### config.mk
export PLATFORM = sky130hd
export DESIGN_NAME = flash_cmd_decoder
export DESIGN_NICKNAME = d
export VERILOG_FILES = /design/src/rtl/fcd_pkg.sv /design/src/rtl/fcd_pair_counter.sv /design/src/rtl/fcd_busy_timer.sv /design/src/rtl/flash_cmd_decoder.sv
export SDC_FILE = /design/constraint.sdc
export NUM_CORES = 1
export LEC_CHECK = 0
export BUFFER_PORTS_ARGS = -buffer_cell sky130_fd_sc_hd__buf_2
export CAP_MARGIN = 20
export CELL_PAD_IN_SITES_DETAIL_PLACEMENT = 0
export CELL_PAD_IN_SITES_GLOBAL_PLACEMENT = 2
export CORE_UTILIZATION = 27
export CTS_CLUSTER_SIZE = 10
export DETAILED_ROUTE_END_ITERATION = 7
export PLACE_DENSITY_LB_ADDON = 0.1
export SLEW_MARGIN = 20
export SYNTH_ARGS = -nofsm -noshare
export SYNTH_HDL_FRONTEND = slang
export SYNTH_SLANG_ARGS = --single-unit
### constraint.sdc
create_clock -name clk -period 6.24 [get_ports clk]
set_clock_uncertainty 0.05 [all_clocks]
set_input_delay 1.248 -clock clk [delete_from_list [all_inputs] [get_ports clk]]
set_output_delay 1.248 -clock clk [all_outputs]
set_load 0.02 [all_outputs]
### src/rtl/fcd_pkg.sv
package fcd_pkg;

    localparam int unsigned OFF_UNLOCK = 32'h5554;
    localparam int unsigned OFF_ALT    = 32'hAAA8;
    localparam int unsigned OFF_LOAD_L = 32'h55F0;
    localparam int unsigned OFF_LOAD_H = 32'h55F4;
    localparam int unsigned OFF_LEVEL  = 32'h553C;
    localparam int unsigned OFF_TRIG   = 32'h5558;

    localparam int BIT_BUSY   = 0;
    localparam int BIT_PROG   = 4;
    localparam int BIT_ERASE  = 5;
    localparam int BIT_PMODE  = 6;
    localparam int BIT_SEQERR = 10;
    localparam int BIT_PROERR = 11;
    localparam int BIT_UNPROT = 25;

    typedef enum logic [3:0] {
        ST_IDLE, ST_UNL1, ST_UNL2,
        ST_ERS3, ST_ERS4, ST_ERS5,
        ST_PGM3,
        ST_UNP3, ST_UNP4, ST_UNP5
    } step_e;

    typedef struct packed {
        step_e st;
        logic  cfg;
        logic  pwa_ok;
        logic  pw_ok;
        logic  pmode;
        logic  prog;
        logic  erase;
        logic  seqerr;
        logic  proerr;
        logic  unprot;
    } dec_s;

endpackage

### src/rtl/fcd_pair_counter.sv
module fcd_pair_counter #(
    parameter int PAGE_PAIRS = 32,
    localparam int CNT_W = $clog2(PAGE_PAIRS + 1)
) (
    input  logic clk,
    input  logic rst_n,
    input  logic clr,
    input  logic lo_stb,
    input  logic hi_stb,
    output logic half,
    output logic full
);
    typedef struct packed {
        logic [CNT_W-1:0] cnt;
        logic             half;
    } pc_s;

    pc_s q, d;

    always_comb begin
        d = q;
        if (clr) begin
            d = '0;
        end else if (lo_stb) begin
            d.half = 1'b1;
        end else if (hi_stb) begin
            d.half = 1'b0;
            d.cnt  = q.cnt + CNT_W'(1);
        end
    end

    always_ff @(posedge clk or negedge rst_n) begin
        if (!rst_n) q <= '0;
        else        q <= d;
    end

    assign half = q.half;
    assign full = (q.cnt == CNT_W'(PAGE_PAIRS));
endmodule

### src/rtl/fcd_busy_timer.sv
module fcd_busy_timer #(
    parameter int BUSY_CYC = 8,
    localparam int TW = $clog2(BUSY_CYC + 1)
) (
    input  logic clk,
    input  logic rst_n,
    input  logic start,
    output logic busy
);
    typedef struct packed {
        logic [TW-1:0] left;
        logic          busy;
    } bt_s;

    bt_s q, d;

    always_comb begin
        d = q;
        if (start) begin
            d.busy = 1'b1;
            d.left = TW'(BUSY_CYC - 1);
        end else if (q.busy) begin
            if (q.left == '0) d.busy = 1'b0;
            else              d.left = q.left - TW'(1);
        end
    end

    always_ff @(posedge clk or negedge rst_n) begin
        if (!rst_n) q <= '0;
        else        q <= d;
    end

    assign busy = q.busy;
endmodule

### src/rtl/flash_cmd_decoder.sv
module flash_cmd_decoder
    import fcd_pkg::*;
#(
    parameter int ADDR_W     = 18,
    parameter int SECT_SHIFT = 14,
    parameter int PAGE_PAIRS = 32,
    parameter int BUSY_CYC   = 8
) (
    input  logic                                   clk,
    input  logic                                   rst_n,
    input  logic                                   wr_en,
    input  logic [ADDR_W-1:0]                      wr_addr,
    input  logic [31:0]                            wr_data,
    input  logic [(1<<(ADDR_W-SECT_SHIFT))-1:0]    sect_lock,
    input  logic [31:0]                            pw1,
    input  logic [31:0]                            pw2,
    output logic [31:0]                            status
);
    localparam int SECT_W     = ADDR_W - SECT_SHIFT;
    localparam int PAGE_SHIFT = $clog2(PAGE_PAIRS * 8);
    localparam logic [ADDR_W-1:0] A_UNL = ADDR_W'(OFF_UNLOCK);
    localparam logic [ADDR_W-1:0] A_ALT = ADDR_W'(OFF_ALT);
    localparam logic [ADDR_W-1:0] A_LDL = ADDR_W'(OFF_LOAD_L);
    localparam logic [ADDR_W-1:0] A_LDH = ADDR_W'(OFF_LOAD_H);
    localparam logic [ADDR_W-1:0] A_LVL = ADDR_W'(OFF_LEVEL);
    localparam logic [ADDR_W-1:0] A_TRG = ADDR_W'(OFF_TRIG);

    dec_s q, d;
    logic lo_stb, hi_stb, pclr, start;
    logic buf_half, buf_full, busy;
    logic bad, locked;
    logic [SECT_W-1:0] sect;

    fcd_pair_counter #(.PAGE_PAIRS(PAGE_PAIRS)) u_pairs (
        .clk(clk), .rst_n(rst_n), .clr(pclr),
        .lo_stb(lo_stb), .hi_stb(hi_stb),
        .half(buf_half), .full(buf_full)
    );

    fcd_busy_timer #(.BUSY_CYC(BUSY_CYC)) u_timer (
        .clk(clk), .rst_n(rst_n), .start(start), .busy(busy)
    );

    assign sect   = wr_addr[ADDR_W-1:SECT_SHIFT];
    assign locked = sect_lock[sect] && !q.unprot;

    always_comb begin
        d      = q;
        lo_stb = 1'b0;
        hi_stb = 1'b0;
        pclr   = 1'b0;
        start  = 1'b0;
        bad    = 1'b0;
        if (wr_en) begin
            d.st = ST_IDLE;
            if (busy) begin
                bad = 1'b1;
            end else begin
                unique case (q.st)
                    ST_IDLE: begin
                        if (wr_addr == A_UNL && wr_data == 32'hAA) begin
                            d.st = ST_UNL1;
                        end else if (wr_addr == A_UNL && wr_data == 32'hF5) begin
                            d.prog = 1'b0; d.erase = 1'b0; d.pmode = 1'b0;
                            d.seqerr = 1'b0; d.proerr = 1'b0;
                            pclr = 1'b1;
                        end else if (wr_addr == A_UNL && wr_data == 32'h50) begin
                            d.pmode = 1'b1;
                            pclr    = 1'b1;
                        end else if (wr_addr == A_LDL && q.pmode && !buf_half && !buf_full) begin
                            lo_stb = 1'b1;
                        end else if (wr_addr == A_LDH && q.pmode && buf_half) begin
                            hi_stb = 1'b1;
                        end else begin
                            bad = 1'b1;
                        end
                    end
                    ST_UNL1: begin
                        if (wr_addr == A_ALT && wr_data == 32'h55) d.st = ST_UNL2;
                        else bad = 1'b1;
                    end
                    ST_UNL2: begin
                        if (wr_addr == A_UNL && wr_data == 32'h80) begin
                            d.st = ST_ERS3;
                        end else if (wr_addr == A_UNL && (wr_data == 32'hA0 || wr_data == 32'hC0)) begin
                            d.st  = ST_PGM3;
                            d.cfg = (wr_data == 32'hC0);
                        end else if (wr_addr == A_LVL && wr_data <= 32'd2) begin
                            d.st = ST_UNP3;
                        end else begin
                            bad = 1'b1;
                        end
                    end
                    ST_ERS3: begin
                        if (wr_addr == A_UNL && wr_data == 32'hAA) d.st = ST_ERS4;
                        else bad = 1'b1;
                    end
                    ST_ERS4: begin
                        if (wr_addr == A_ALT && wr_data == 32'h55) d.st = ST_ERS5;
                        else bad = 1'b1;
                    end
                    ST_ERS5: begin
                        if (wr_addr[SECT_SHIFT-1:0] != '0 ||
                            !(wr_data == 32'h30 || wr_data == 32'hC0)) begin
                            bad = 1'b1;
                        end else if (wr_data == 32'h30 && locked) begin
                            d.proerr = 1'b1;
                        end else begin
                            d.erase = 1'b1;
                            start   = 1'b1;
                        end
                    end
                    ST_PGM3: begin
                        if (wr_addr[PAGE_SHIFT-1:0] != '0 || wr_data != 32'hAA ||
                            !q.pmode || !buf_full || buf_half) begin
                            bad = 1'b1;
                        end else if (!q.cfg && locked) begin
                            d.proerr = 1'b1;
                        end else begin
                            d.prog  = 1'b1;
                            d.pmode = 1'b0;
                            pclr    = 1'b1;
                            start   = 1'b1;
                        end
                    end
                    ST_UNP3: begin
                        if (wr_addr == A_ALT) begin
                            d.st     = ST_UNP4;
                            d.pwa_ok = (wr_data == pw1);
                        end else bad = 1'b1;
                    end
                    ST_UNP4: begin
                        if (wr_addr == A_ALT) begin
                            d.st    = ST_UNP5;
                            d.pw_ok = q.pwa_ok && (wr_data == pw2);
                        end else bad = 1'b1;
                    end
                    ST_UNP5: begin
                        if (wr_addr == A_TRG && wr_data == 32'h05) begin
                            if (q.pw_ok) d.unprot = 1'b1;
                        end else bad = 1'b1;
                    end
                    default: bad = 1'b1;
                endcase
            end
            if (bad) d.seqerr = 1'b1;
        end
    end

    always_ff @(posedge clk or negedge rst_n) begin
        if (!rst_n) q <= '{st: ST_IDLE, default: '0};
        else        q <= d;
    end

    always_comb begin
        status             = '0;
        status[BIT_BUSY]   = busy;
        status[BIT_PROG]   = q.prog;
        status[BIT_ERASE]  = q.erase;
        status[BIT_PMODE]  = q.pmode;
        status[BIT_SEQERR] = q.seqerr;
        status[BIT_PROERR] = q.proerr;
        status[BIT_UNPROT] = q.unprot;
    end
endmodule

After elaboration in Yosys (flattened, before gate mapping) --
Cells that the tools add are included.
Operators by class: add/sub/neg operators 2, magnitude comparators 2, equality and inequality tests 41, muxes and demuxes 93, bitwise logic cells 2, reduce and logical (&&, ||, !) cells 55
Operators by type and width (count):
- $eq 32x8->1 const B | 5
- $eq 18x15->1 const B | 5
- $mux 1 | 66
- $eq 32x32->1 | 2
- $eq 32x7->1 const B | 2
- $eq 32x3->1 const B | 1
- $eq 32x6->1 const B | 1
- $le 32x2->1 const B | 1
- $ne 32x8->1 const B | 1
- $pmux 4 s7 | 1
- $reduce_and 7->1 | 3
- $ne 2x2->1 const B | 10
- $eq 18x16->1 const B | 1
- $logic_and 1x1->1 | 17
- $eq 4x3->1 const B | 4
- $mux 4 | 4
- $mux 3 | 5
- $mux 5 | 3
- $reduce_and 5->1 | 3
- $mux 7 | 2
- $reduce_bool 14->1 | 1
- $mux 13 | 1
- $reduce_bool 2->1 | 6
- $reduce_and 9->1 | 1
- 25 further kinds | 49
Storage, ports and cells: register bits 25, input port bits 133, output and inout port bits 32, logic and storage cells 209

Logic depth before layout (Yosys ltp) --
depth in word-level cells 14, depth in mapped cells 9, depth with buffers taken out 8

Hierarchy --
Synthesis repeated with hierarchy kept, for this count alone.
Second synthesis, totals: cells, all modules 410, area, all modules 3343.2 µm²
Modules (own cells, without submodules):
- flash_cmd_decoder | times used 1, cells an instance 346, area an instance 2692.6 µm²
- fcd_pair_counter | times used 1, cells an instance 38, area an instance 374.1 µm²
- fcd_busy_timer | times used 1, cells an instance 26, area an instance 276.5 µm²

Worst setup path before layout --
Ideal clock, no wire load.
path type input-to-reg, start input port wr_addr[17], end register q, in the netlist status[10], arrival 3.405 ns, data required time 6.048 ns, path slack 2.643 ns, cell stages on the path 8, buffers on the path 1, cell sequence buf_2 or4b_4 or4_4 or3_1 a21oi_2 nor3_1 o41ai_2 o311ai_1
On the way: word-level cells in the longest chain between the ends 13
Ends and longest elaborated chain:
- start, declared | line flash_cmd_decoder.sv:12 | input logic [ADDR_W-1:0] wr_addr,
- $eq 18x15->1 (on tied branches) | line flash_cmd_decoder.sv:72, flash_cmd_decoder.sv:70
- $logic_and 1x1->1 (on tied branches) (2 in a row) | line flash_cmd_decoder.sv:72, flash_cmd_decoder.sv:70
- $mux 1 / $logic_and 1x1->1 (equally long branches) | line flash_cmd_decoder.sv:72, flash_cmd_decoder.sv:70
- $mux 1 | line flash_cmd_decoder.sv:70 | end else if (wr_addr == A_LDL && q.pmode && !buf_half && !buf_full) begin
- $mux 1 | line flash_cmd_decoder.sv:67 | end else if (wr_addr == A_UNL && wr_data == 32'h50) begin
- $mux 1 | line flash_cmd_decoder.sv:63 | end else if (wr_addr == A_UNL && wr_data == 32'hF5) begin
- $mux 1 | line flash_cmd_decoder.sv:61 | if (wr_addr == A_UNL && wr_data == 32'hAA) begin
- $pmux 1 s8 | line flash_cmd_decoder.sv:59 | unique case (q.st)
- $mux 1 | line flash_cmd_decoder.sv:56 | if (busy) begin
- $mux 1 | line flash_cmd_decoder.sv:54 | if (wr_en) begin
- $ne 2x2->1 (no line), or another cell as far along
- $reduce_and 5->1 (no line)
- end signal, assigned | line flash_cmd_decoder.sv:151 | if (!rst_n) q <= '{st: ST_IDLE, default: '0};
- end signal, assigned | line flash_cmd_decoder.sv:152 | else q <= d;
- end, declared | line flash_cmd_decoder.sv:28 | dec_s q, d;
Several ways; a longest one is shown, not always the timed one. The select of a mux whose other input is x is not followed. A chain may end at the register's enable or synchronous reset.

Worst setup path in the final report --
start input port wr_data[8], end register u_pairs.q[1] in the netlist's numbering
On the way: word-level cells in the longest chain between the ends 11
Ends and longest elaborated chain:
- start, declared | line flash_cmd_decoder.sv:13 | input logic [31:0] wr_data,
- $ne 32x8->1 | line flash_cmd_decoder.sv:114 | if (wr_addr[PAGE_SHIFT-1:0] != '0 || wr_data != 32'hAA ||
- $logic_or 1x1->1 (2 in a row) | line flash_cmd_decoder.sv:114
- $logic_or 1x1->1 (2 in a row) | line flash_cmd_decoder.sv:115 | !q.pmode || !buf_full || buf_half) begin
- $mux 1 | line flash_cmd_decoder.sv:114
- $pmux 1 s2 | line flash_cmd_decoder.sv:59
- $mux 1 | line flash_cmd_decoder.sv:56
- $mux 1 | line flash_cmd_decoder.sv:54
- $ne 2x1->1 (no line) / $reduce_bool 2->1 (equally long branches)
- $reduce_and 2->1 (no line)
- end signal, assigned | line fcd_pair_counter.sv:33 | if (!rst_n) q <= '0;
- end signal, assigned | line fcd_pair_counter.sv:34 | else q <= d;
- end, declared | line fcd_pair_counter.sv:18 | pc_s q, d;
Several ways; a longest one is shown, not always the timed one.

==> impl_results.md <==
- Slew headroom: 46.5%
- Nets: 667
- Setup violators final: 0
- CP Buf/Inv Count: 1
- Most frequent cell after synthesis: xnor2_1
- Routed length per instance: 16.9 um
- Worst vdd ir: 0.0000874 V
- Critical path, cell by cell: buf_2 > nor4_1 > nand4_1 > or2_2 > nor4_1 > nand2_1 > a21oi_1 > nor2_1
- Filler cells: 1298
- CTS Buf Count: 3
- Area Overhead vs Synth: 22.4%
- Sequential area share after synthesis: 19.2%
- Diode count: 0
- Ranking of synthesized cells by area: dfrtp_1, xnor2_1, buf_4, nand4_1, nand2_1
- Die Y: 112 um
- DRC: 8
- Total gr overflow: 0
- Netlist cell types: 65
- Highest Signal Layer: met4
- Largest area contributor in the netlist: dfrtp_1
- Crit path DAT: 3.73 ns
- Post-DP HPWL: 9620 um
- Htree depth: 1
- Delay of the slowest critical-path stage: 0.65 ns
- Post-synth top area share: 19.2%
- Placer Congestion: 0.839
- Critical path's top delay family: simple AND/OR/NAND/NOR gates
- LEAKAGE: 1.76 nW
- Mapped Area: 0.00326 sq mm
- Port bufs: 139
- Fmax: 0.274 GHz
- Vias per inst: 5.05
- Total Routed Length: 11300 um
- Layout cells sized above 1: 30.1%
- Final Non-Filler Cells: 672
- Final WS setup: 2.60 ns
- Worst-skew pair later-pin latency: 0.26 ns
- Critical setup path kind: in -> reg
- Hold WC Path Type: reg -> reg
- Final Hold Fails: 0
- Yosys reg bits: 25
- Critical path startpoint category: primary input
- Vias: 3391
- Final core utilization: 34.4%
- Avg Cell Area, Syn: 7.96 sq um
- Antenna-violating nets left: 0
- Pre-Repair DR Iteration Count: 8
- Cell mode on critical path: nor4_1
- Fin crit share: 58.4%
- First DRT Iteration DRCs: 129
- Final Slew Violations: 0
- Minimum clock period: 3.64 ns
- Dpl cells: 668
- Worst endpoint required time: 6.33 ns
- Die area: 0.0125 sq mm
- Synth warn: 0
- PostCTS Resize Cnt: 0
- Post CTS Setup Buffer Count: 0
- Max-cap viol count: 0
- Reg area: 626 sq um
- Setup_tns: 0 ns
- Least-Margin Pin Slew: 0.796 ns
- # IOs: 165
- Design Area, Final: 0.00400 sq mm
- GR Util All Layers: 18.5%
- Overall power: 0.458 mW
- EDFF count, synth: 0
- Top cells by count, synth: xnor2_1, nand2_1, buf_4, nor2_1, dfrtp_1
- Failing checks: design-rule violations
- Max Root-Sink Buffers: 2
- Placeable Area: 0.0116 sq mm
- Gate Count Post-Synth: 410
- Pre-CTS setup slack: 2.26 ns
- Met2 wire length: 5670 um
- Multi-input logic area: 0.00239 sq mm
- Master of the slowest instance on the critical path: nor4_1
- Power per Cell Area: 115 mW/mm^2
- Cell Area, Placed: 0.00392 sq mm
- DRT met1 WL: 5090 um
- Number of global-route vias before repair: 3379
- CTS tree: yes
- Largest net degree at the start of global routing: 26
- Met3 wire len: 498 um
- Async SR Flop Fraction: 100%
- Row cnt: 39
- Die width: 112 um
- CP max FO: 11
- Clk pin slew, worst setup/hold paths: 0.06 ns
- Initial Utilization: 28.1%
- Worst Hold Slack: 0.439 ns
- First-pass GRT wire length: 18400 um
- Leading register cell type out of synthesis: dfrtp_1
- Crit. End Element: register
- Initial antenna violation count: 0
- Clock Sinks: 25
- RSZ-0062 raised after global routing: false
- Outcome: finished, violations left
- Number of buffers inserted by hold repair at cts: 0
- Root Driver: clkbuf_16
==> final timing paths <==
check / start / end / slack, ns / cells past startpoint
min in group asynchronous: rst_n / u_timer.q[1] / 0.94 / 1
max reg2reg: q[10] / u_pairs.q[6] / 3.52 / 7
max: wr_data[8] / u_pairs.q[1] / 2.60 / 8
min reg2reg: q[7] / q[7] / 0.44 / 2
min: q[7] / q[7] / 0.44 / 2
max in group asynchronous: rst_n / status[25] / 4.82 / 1
==> cells in the final DEF, fill, tap and decap left out, types with 3 or more instances in the layout <==
master and n:
buf_2 139, xnor2_1 64, nand2_1 34, nor2_1 26, conb_1 25, dfrtp_1 25
nand4_1 24, nor4_1 20, nor3_1 16, nand3_1 14, o21ai_0 14, xor2_1 10
inv_1 8, and3_1 8, or2_2 7, a21oi_1 7, nor2b_1 6, and2_1 6
or4_1 4, nand4b_1 4, ha_1 4, mux4_1 3, mux2i_1 3, nor3b_1 3
a31oi_1 3, nand2b_1 3, clkbuf_16 3
==> final cells by class <==
class,count,share of cell area (%)
multi-input cells,353,59.7
flip-flops and latches,25,15.7
clock buffers,4,1.97
inverters,8,0.752
repair buffers,139,17.4
well taps,143,4.48
==> cells by family (layout without fill, tap and decap cells) <==
family                   after synthesis  after routing  synth area share, %
AND/OR/NAND/NOR                      194            194                 34.4
buffers and inverters                 56            151                 10.5
XOR/XNOR                              74             74                 19.9
adder cells (fa/ha/maj)                4              4                 1.53
AO/OA/AOI/OAI                         48             48                 10.4
other                                  1             25                0.115
flip-flops                            25             25                 19.2
multiplexers                           8              8                 4.02
==> power breakdown <==
| part | switching, mW | internal [mW] | total, mW |
|---|---|---|---|
| Clock | 0.0577 | 0.0874 | 0.145 |
| Sequential | 0.00000000000000000670 | 0.162 | 0.162 |
| Combinational | 0.0807 | 0.0702 | 0.151 |
==> registers in the layout, indices dropped and copies added (netlist names) <==
register and count:
u_timer.busy 1, q 7, u_pairs.half 1, status 6
u_timer.q 4, u_pairs.q 6
==> worst register-to-register path, cell delays in order (launching register included) <==
cell and delay [ns]:
dfrtp_1 0.52, or2_2 0.38, nor3_1 0.62, nand2_1 0.23, nor3_2 0.41, nand4_1 0.17, xor2_1 0.16, nor2_1 0.06
==> routing by layer <==
metal	GRT usage, %	vias up
met2	33.6	120
met1	24.0	1589
met3	2.01	4
met4	2.13	0
met5	0	-
li1	-	1678
Note: power is estimated with default switching activity, not from simulation.
